$ cat src/rtl/tmesi_pkg.sv
package tmesi_pkg;

  localparam int ST_W = 4;

  typedef enum logic [ST_W-1:0] {
    ST_I   = 4'd0,
    ST_S   = 4'd1,
    ST_E   = 4'd2,
    ST_M   = 4'd3,
    ST_TII = 4'd4,
    ST_TSS = 4'd5,
    ST_TEE = 4'd6,
    ST_TMM = 4'd7,
    ST_TMI = 4'd8
  } line_st_e;

  typedef enum logic [1:0] {
    OP_LD  = 2'd0,
    OP_ST  = 2'd1,
    OP_TLD = 2'd2,
    OP_TST = 2'd3
  } lcl_op_e;

  typedef enum logic {
    SNP_RD  = 1'b0,
    SNP_RDX = 1'b1
  } snp_op_e;

  typedef enum logic [1:0] {
    BUS_NONE = 2'd0,
    BUS_RD   = 2'd1,
    BUS_RDX  = 2'd2
  } bus_op_e;

  typedef struct packed {
    logic threat;
    logic suppress;
    logic supply;
  } snp_resp_t;

  function automatic logic is_txn(line_st_e s);
    return (s == ST_TII) || (s == ST_TSS) || (s == ST_TEE) ||
           (s == ST_TMM) || (s == ST_TMI);
  endfunction

  // State left behind by a snooped request.
  function automatic line_st_e snoop_next(line_st_e s, snp_op_e op);
    line_st_e r;
    r = s;
    if (op == SNP_RD) begin
      case (s)
        ST_M, ST_E:     r = ST_S;
        ST_TMM, ST_TEE: r = ST_TSS;
        default:        r = s;
      endcase
    end else begin
      case (s)
        ST_M, ST_E, ST_S:       r = ST_I;
        ST_TMM, ST_TEE, ST_TSS: r = ST_TII;
        default:                r = s;  // I, TII, TMI unaffected
      endcase
    end
    return r;
  endfunction

  function automatic snp_resp_t snoop_resp(line_st_e s, snp_op_e op);
    snp_resp_t r;
    r.threat   = (op == SNP_RD) && (s == ST_TMI);
    r.suppress = (op == SNP_RD) && (s == ST_TMI);
    r.supply   = (s == ST_M) || (s == ST_TMM);
    return r;
  endfunction

  // State left behind by a local access.
  function automatic line_st_e local_next(line_st_e s, lcl_op_e op,
                                          logic shared, logic threat);
    line_st_e r;
    r = s;
    case (op)
      OP_LD: begin
        if (s == ST_I) r = shared ? ST_S : ST_E;
      end
      OP_ST: begin
        if (s == ST_TMI)    r = ST_TMI;
        else if (is_txn(s)) r = ST_TMM;
        else                r = ST_M;
      end
      OP_TLD: begin
        case (s)
          ST_I:    r = threat ? ST_TII : (shared ? ST_TSS : ST_TEE);
          ST_S:    r = ST_TSS;
          ST_E:    r = ST_TEE;
          ST_M:    r = ST_TMM;
          default: r = s;
        endcase
      end
      default: r = ST_TMI;
    endcase
    return r;
  endfunction

  // Bus request a local access needs from a given state.
  function automatic bus_op_e local_bus(line_st_e s, lcl_op_e op);
    logic needs_own;
    needs_own = (s == ST_I) || (s == ST_S) || (s == ST_TSS) || (s == ST_TII);
    case (op)
      OP_LD, OP_TLD: return (s == ST_I) ? BUS_RD : BUS_NONE;
      default:       return needs_own ? BUS_RDX : BUS_NONE;
    endcase
  endfunction

  // Flash return to plain MESI on commit or abort.
  function automatic line_st_e flash_next(line_st_e s, logic is_abort);
    case (s)
      ST_TMI:  return is_abort ? ST_I : ST_M;
      ST_TMM:  return ST_M;
      ST_TEE:  return ST_E;
      ST_TSS:  return ST_S;
      ST_TII:  return ST_I;
      default: return s;
    endcase
  endfunction

endpackage

$ cat src/rtl/tmesi_line.sv
module tmesi_line
  import tmesi_pkg::*;
(
  input  logic            clk,
  input  logic            rst_n,
  input  logic            snp_hit,
  input  logic            snp_op,
  input  logic            lcl_hit,
  input  logic [1:0]      lcl_op,
  input  logic            lcl_shared,
  input  logic            lcl_threat,
  input  logic            evict_hit,
  input  logic            commit,
  input  logic            abort,
  output logic [ST_W-1:0] state_o,
  output logic [ST_W-1:0] post_snoop_o,
  output logic            evict_refused_o
);

  line_st_e st_q;
  line_st_e after_snp;
  line_st_e after_lcl;
  line_st_e after_evict;
  line_st_e st_d;
  logic     flash;

  assign flash = commit | abort;

  always_comb begin
    after_snp       = snp_hit ? snoop_next(st_q, snp_op_e'(snp_op)) : st_q;
    after_lcl       = lcl_hit ? local_next(after_snp, lcl_op_e'(lcl_op),
                                           lcl_shared, lcl_threat)
                              : after_snp;
    evict_refused_o = evict_hit && (after_lcl == ST_TMI);
    after_evict     = (evict_hit && !evict_refused_o) ? ST_I : after_lcl;
    st_d            = flash ? flash_next(after_evict, abort) : after_evict;
  end

  always_ff @(posedge clk) begin
    if (!rst_n) st_q <= ST_I;
    else        st_q <= st_d;
  end

  assign state_o      = st_q;
  assign post_snoop_o = after_snp;

  AST_COMMIT_LEAVES_MESI: assert property (@(posedge clk) disable iff (!rst_n)
    (commit && !abort) |=> !is_txn(st_q));

  AST_ABORT_DROPS_TMI: assert property (@(posedge clk) disable iff (!rst_n)
    (abort && st_q == ST_TMI) |=> (st_q == ST_I));

  AST_TMI_IGNORES_RDX: assert property (@(posedge clk) disable iff (!rst_n)
    (snp_hit && snp_op && st_q == ST_TMI && !flash) |=> (st_q == ST_TMI));

  AST_RDX_ISOLATES: assert property (@(posedge clk) disable iff (!rst_n)
    (snp_hit && snp_op && !lcl_hit && !evict_hit && !flash &&
     (st_q == ST_TMM || st_q == ST_TEE || st_q == ST_TSS))
    |=> (st_q == ST_TII));

  AST_EVICT_KEEPS_TMI: assert property (@(posedge clk) disable iff (!rst_n)
    (evict_hit && st_q == ST_TMI && !flash) |=> (st_q == ST_TMI));

endmodule

$ cat src/rtl/tmesi_snoop_port.sv
module tmesi_snoop_port
  import tmesi_pkg::*;
#(
  parameter int NUM_LINES = 8,
  localparam int IDX_W = $clog2(NUM_LINES)
) (
  input  logic                                clk,
  input  logic                                rst_n,
  input  logic                                snp_valid,
  input  logic                                snp_op,
  input  logic [IDX_W-1:0]                    snp_idx,
  input  logic [NUM_LINES-1:0][ST_W-1:0]      cur_states,
  output logic                                snp_threat,
  output logic                                snp_suppress,
  output logic                                snp_supply
);

  line_st_e  hit_state;
  snp_resp_t resp;

  always_comb begin
    hit_state = line_st_e'(cur_states[snp_idx]);
    resp      = snoop_resp(hit_state, snp_op_e'(snp_op));
    if (!snp_valid) resp = '0;
  end

  assign snp_threat   = resp.threat;
  assign snp_suppress = resp.suppress;
  assign snp_supply   = resp.supply;

  AST_SUPPRESS_IS_THREATENED: assert property (@(posedge clk) disable iff (!rst_n)
    snp_suppress |-> (snp_threat && !snp_supply));

  AST_NO_RESP_WITHOUT_SNOOP: assert property (@(posedge clk) disable iff (!rst_n)
    !snp_valid |-> !(snp_threat || snp_suppress || snp_supply));

endmodule

$ cat src/rtl/tmesi_req_port.sv
module tmesi_req_port
  import tmesi_pkg::*;
#(
  parameter int NUM_LINES = 8,
  localparam int IDX_W = $clog2(NUM_LINES)
) (
  input  logic                                clk,
  input  logic                                rst_n,
  input  logic                                lcl_valid,
  input  logic [1:0]                          lcl_op,
  input  logic [IDX_W-1:0]                    lcl_idx,
  input  logic [NUM_LINES-1:0][ST_W-1:0]      post_snoop,
  input  logic                                commit,
  input  logic                                abort,
  output logic [1:0]                          lcl_bus_op
);

  line_st_e base_state;

  always_comb begin
    base_state = line_st_e'(post_snoop[lcl_idx]);
    lcl_bus_op = lcl_valid ? local_bus(base_state, lcl_op_e'(lcl_op)) : BUS_NONE;
  end

  AST_BUS_ONLY_FOR_LOCAL: assert property (@(posedge clk) disable iff (!rst_n)
    (lcl_bus_op != BUS_NONE) |-> lcl_valid);

  AST_FLASH_NO_TRAFFIC: assert property (@(posedge clk) disable iff (!rst_n)
    ((commit || abort) && !lcl_valid) |-> (lcl_bus_op == BUS_NONE));

endmodule

$ cat src/rtl/tmesi_ctrl.sv
module tmesi_ctrl
  import tmesi_pkg::*;
#(
  parameter int NUM_LINES = 8,
  localparam int IDX_W = $clog2(NUM_LINES)
) (
  input  logic                      clk,
  input  logic                      rst_n,
  input  logic                      lcl_valid,
  input  logic [1:0]                lcl_op,
  input  logic [IDX_W-1:0]          lcl_idx,
  input  logic                      lcl_shared,
  input  logic                      lcl_threat,
  input  logic                      snp_valid,
  input  logic                      snp_op,
  input  logic [IDX_W-1:0]          snp_idx,
  input  logic                      commit,
  input  logic                      abort,
  input  logic                      evict_valid,
  input  logic [IDX_W-1:0]          evict_idx,
  output logic [1:0]                lcl_bus_op,
  output logic                      snp_threat,
  output logic                      snp_suppress,
  output logic                      snp_supply,
  output logic                      overflow,
  output logic [NUM_LINES*ST_W-1:0] line_states
);

  logic [NUM_LINES-1:0][ST_W-1:0] cur_states;
  logic [NUM_LINES-1:0][ST_W-1:0] post_snoop;
  logic [NUM_LINES-1:0]           evict_refused;
  logic                           ovf_event;
  logic                           ovf_q;

  for (genvar g = 0; g < NUM_LINES; g++) begin : g_line
    logic snp_hit_w;
    logic lcl_hit_w;
    logic evict_hit_w;

    assign snp_hit_w   = snp_valid   && (snp_idx   == IDX_W'(g));
    assign lcl_hit_w   = lcl_valid   && (lcl_idx   == IDX_W'(g));
    assign evict_hit_w = evict_valid && (evict_idx == IDX_W'(g));

    tmesi_line u_line (
      .clk             (clk),
      .rst_n           (rst_n),
      .snp_hit         (snp_hit_w),
      .snp_op          (snp_op),
      .lcl_hit         (lcl_hit_w),
      .lcl_op          (lcl_op),
      .lcl_shared      (lcl_shared),
      .lcl_threat      (lcl_threat),
      .evict_hit       (evict_hit_w),
      .commit          (commit),
      .abort           (abort),
      .state_o         (cur_states[g]),
      .post_snoop_o    (post_snoop[g]),
      .evict_refused_o (evict_refused[g])
    );
  end

  tmesi_snoop_port #(.NUM_LINES(NUM_LINES)) u_snoop (
    .clk          (clk),
    .rst_n        (rst_n),
    .snp_valid    (snp_valid),
    .snp_op       (snp_op),
    .snp_idx      (snp_idx),
    .cur_states   (cur_states),
    .snp_threat   (snp_threat),
    .snp_suppress (snp_suppress),
    .snp_supply   (snp_supply)
  );

  tmesi_req_port #(.NUM_LINES(NUM_LINES)) u_req (
    .clk        (clk),
    .rst_n      (rst_n),
    .lcl_valid  (lcl_valid),
    .lcl_op     (lcl_op),
    .lcl_idx    (lcl_idx),
    .post_snoop (post_snoop),
    .commit     (commit),
    .abort      (abort),
    .lcl_bus_op (lcl_bus_op)
  );

  assign ovf_event = |evict_refused;

  always_ff @(posedge clk) begin
    if (!rst_n)                ovf_q <= 1'b0;
    else if (commit || abort)  ovf_q <= 1'b0;
    else if (ovf_event)        ovf_q <= 1'b1;
  end

  assign overflow    = ovf_q;
  assign line_states = cur_states;

  AST_NO_OVERFLOW_WITHOUT_EVICT: assert property (@(posedge clk) disable iff (!rst_n)
    $rose(overflow) |-> $past(evict_valid));

  AST_OVERFLOW_STICKY: assert property (@(posedge clk) disable iff (!rst_n)
    (overflow && !commit && !abort) |=> overflow);

  AST_FLASH_CLEARS_OVERFLOW: assert property (@(posedge clk) disable iff (!rst_n)
    (commit || abort) |=> !overflow);

endmodule

$ cat config.mk
export PLATFORM = sky130hd
export DESIGN_NAME = tmesi_ctrl
export DESIGN_NICKNAME = d
export VERILOG_FILES = /design/src/rtl/tmesi_pkg.sv /design/src/rtl/tmesi_line.sv /design/src/rtl/tmesi_snoop_port.sv /design/src/rtl/tmesi_req_port.sv /design/src/rtl/tmesi_ctrl.sv
export SDC_FILE = /design/constraint.sdc
export NUM_CORES = 1
export LEC_CHECK = 0
export ABC_AREA = 0
export CAP_MARGIN = 20
export CORE_ASPECT_RATIO = 0.7
export CORE_MARGIN = 3
export CORE_UTILIZATION = 61
export CTS_BUF_LIST = sky130_fd_sc_hd__clkbuf_8
export CTS_CLUSTER_DIAMETER = 100
export CTS_CLUSTER_SIZE = 16
export DETAILED_ROUTE_END_ITERATION = 7
export DONT_BUFFER_PORTS = 1
export PLACE_DENSITY = 0.79
export SKIP_CTS_REPAIR_TIMING = 1
export SYNTH_ARGS = -nofsm -noshare
export SYNTH_HDL_FRONTEND = slang
export SYNTH_SLANG_ARGS = --single-unit
$ cat constraint.sdc
create_clock -name clk -period 2.1 [get_ports clk]
set_input_delay 0.315 -clock clk [delete_from_list [all_inputs] [get_ports clk]]
set_output_delay 0.315 -clock clk [all_outputs]
set_load 0.02 [all_outputs]
==> results.sh <==
export IMPL_hold_ws_ps=140
export IMPL_synthAdderAreaFrac_pct=0
export IMPL_swShare_pct=31.2
export IMPL_grt_pass1_wl_um=23600
export IMPL_synthCells=515
export IMPL_vdd_drop_max_uv=295
export IMPL_cts_made_buffers=5
export IMPL_p_int_uw=1260
export IMPL_grt_max_degree=41
export IMPL_nets=621
export IMPL_num_io_pins=59
export IMPL_hp_class="in2reg"
export IMPL_synth_compound_area_share_pct=35.8
export IMPL_avgRoutedWirePerCell_um=23.5
export IMPL_clk_pin_slew_worst_paths_ps=80
export IMPL_syn_area_um2=3720
export IMPL_port_buffer_count=0
export IMPL_finalClockSkew_ps=7.96
export IMPL_drc_errors=17
export IMPL_dpl_hpwl_um=11000
export IMPL_crit_path_max_fanout=3
export IMPL_async_flop_share_pct=0
export IMPL_synth_simple_gate_area_share_pct=32.0
export IMPL_synthMuxAreaShare_pct=7.12
export IMPL_fin_ws_ps=-342
export IMPL_synth_xor_area_share_pct=0
export IMPL_p_per_area_nw_per_um2=372
export IMPL_avgViaCountPerCell=7.59
export IMPL_setup_viol=9
export IMPL_cts_tree="done"
export IMPL_synthFlopType="dfxtp_1"
export IMPL_diodes=0
export IMPL_synth_seq_cells=33
export IMPL_min_period_ps=2440
export IMPL_cap_violations=0
export IMPL_antenna_found_initial=0
export IMPL_yosys_area_top_type="dfxtp_1"
export IMPL_startpoint_type="flop"
export IMPL_p_leak_uw=0.00190
export IMPL_coreArea_um2=5810
export IMPL_drtIter0Drc=1035
export IMPL_h_tree_depth=2
export IMPL_violations="DRC, setup timing"
export IMPL_seq_area_frac_synth_pct=17.7
export IMPL_crit_required_ps=1780
export IMPL_p_sw_uw=573
export IMPL_gp_congestion=1.02
export IMPL_first_pass_iters=8
export IMPL_die_x_um=99.4
export IMPL_drive_gt1_share_pct=34.4
export IMPL_syn_area_per_cell_um2=7.23
export IMPL_design_area_um2=4930
export IMPL_dieArea_um2=7090
export IMPL_clock_path_buffers=2
export IMPL_outcome="finished, violations left"
export IMPL_ant_nets=0
export IMPL_syn_num_nets=536
export IMPL_clk_latency_ps=290
export IMPL_synth_edf_count=0
export IMPL_path_class="reg2out"
export IMPL_wl_um=15900
export IMPL_synth_top_area_share_pct=17.7
export IMPL_finalHoldViolCount=0
export IMPL_power_frac_clock_pct=36.3
export IMPL_maxSlewHeadroom_pct=50.9
export IMPL_pwr_share_seq_pct=35.8
export IMPL_fp_dieH_um=71.4
export IMPL_slew_viol_final=0
export IMPL_rows=23
export IMPL_final_common_cell="buf_4"
export IMPL_post_dp_cell_area_um2=4490
export IMPL_vias=5130
export IMPL_root_buffer="clkbuf_8"
export IMPL_mostFrequentLayoutCells="buf_4, nor2_1, nand2_1"
export IMPL_yosys_warnings=0
export IMPL_start_util_pct=64.1
export IMPL_synthDistinctLibCells=85
export IMPL_grt_setup_unrepaired="true"
export IMPL_grtUsageTotal_pct=41.8
export IMPL_worstPathArrival_ps=2130
export IMPL_power_total_uw=1830
export IMPL_ys_top_cells_by_area="dfxtp_1, mux4_2, nor2_1"
export IMPL_nFillCells=342
export IMPL_endpoint_kind="primary output"
export IMPL_fmax_mhz=409
export IMPL_worstMarginPinSlew_ps=735
export IMPL_p_comb_share_pct=27.8
export IMPL_cts_sinks=33
export IMPL_overflow=0
export IMPL_grt_pass1_vias=4499
export IMPL_synth_top_family_by_area="compound AO/OA/AOI/OAI gates"
export IMPL_finalCritPeriodShare_pct=116
export IMPL_syn_to_final_growth_pct=32.4
worst paths after layout:
check                                              endpoint  cells after the start                         from  slack [ps]
worst max-delay path                          lcl_bus_op[0]                      6  g_line[3].u_line.state_o[3]        -340
worst min-delay path            g_line[4].u_line.state_o[3]                      2                        rst_n         140
worst max register to register  g_line[3].u_line.state_o[0]                      9  g_line[3].u_line.state_o[3]        -190
worst min register to register  g_line[4].u_line.state_o[2]                      2  g_line[4].u_line.state_o[2]         590
synth_stat cells (3+ instances only):
library cell and count:
nor2_1 53, nand2_1 48, a21oi_1 36, o21ai_0 36
dfxtp_1 33, inv_1 23, a31oi_1 21, buf_2 17
nand3_1 16, nor3_1 16, clkbuf_1 13, o211ai_1 12
nand2b_1 11, mux4_2 10, a211oi_1 9, nor2b_1 8
o21ai_1 8, and3_1 6, a31o_2 5, buf_4 5
nand4_1 5, a2111oi_0 4, a32oi_1 4, mux2i_1 4
nand3b_1 4, nand4b_1 4, o22ai_1 4, o31ai_1 4
o32ai_1 4, a22oi_1 3, and2_1 3, and3b_1 3
and4b_1 3, nand4bb_1 3, nor4b_2 3, o221ai_1 3
o31a_1 3, or3_1 3, or4b_1 3
cell families (layout without fill, tap and decap cells):
family,count (synthesis),after routing
buffers and inverters,62,148
multiplexers,14,14
AND/OR/NAND/NOR,212,212
flip-flops,33,33
AO/OA/AOI/OAI,194,194
power groups by stage:
| stage | registers, uW | logic [uW] | clock network (uW) |
|---|---|---|---|
| 2_1_floorplan | 683 | 322 | 0 |
| 4_1_cts | 657 | 439 | 652 |
| 3_3_place_gp | 671 | 424 | 0 |
| 6_report | 657 | 510 | 666 |
| 3_5_place_dp | 671 | 435 | 0 |
| 5_1_grt | 657 | 534 | 680 |
state kept, by name, indices dropped and copies added (netlist names):
register               count
overflow                   1
g_line.u_line.state_o     32
critical path, cell delays in order (launching register included):
cell      delay [ps]
dfxtp_1          350
nand3b_1         250
o21ai_2          180
a32oi_1          170
mux4_2           520
nor2b_4          150
and3_4           230
area by class of cell:
cell class	instances	area, um2	share of cell area, %
well taps	75	93.8	1.90
flip-flops and latches	33	681	13.8
clock inverters	2	37.5	0.762
repair buffers	116	902	18.3
multi-input cells	420	3040	61.7
inverters	24	90.1	1.83
clock buffers	6	82.6	1.68
layer usage:
metal / vias up / track usage [%] / share of wire (%)
met2: 532 / 58.9 / 39
met4: 0 / 17.0 / 5.2
met5: - / 0 / 0
li1: 2169 / - / -
met1: 2299 / 58.3 / 37
met3: 130 / 14.3 / 19
stage by stage:
step           setup WS (ps)  instances  TNS (ps)  utilization, %
6_report                -342        676     -1750            84.8
4_1_cts                 -362        667     -2320            79.4
5_1_grt                 -340        676     -2330            84.8
3_5_place_dp            -256        659     -1130            77.3
3_3_place_gp            -184        659      -471            77.3
2_1_floorplan           -100        515      -272               -
(Power assumes the default switching activity.)
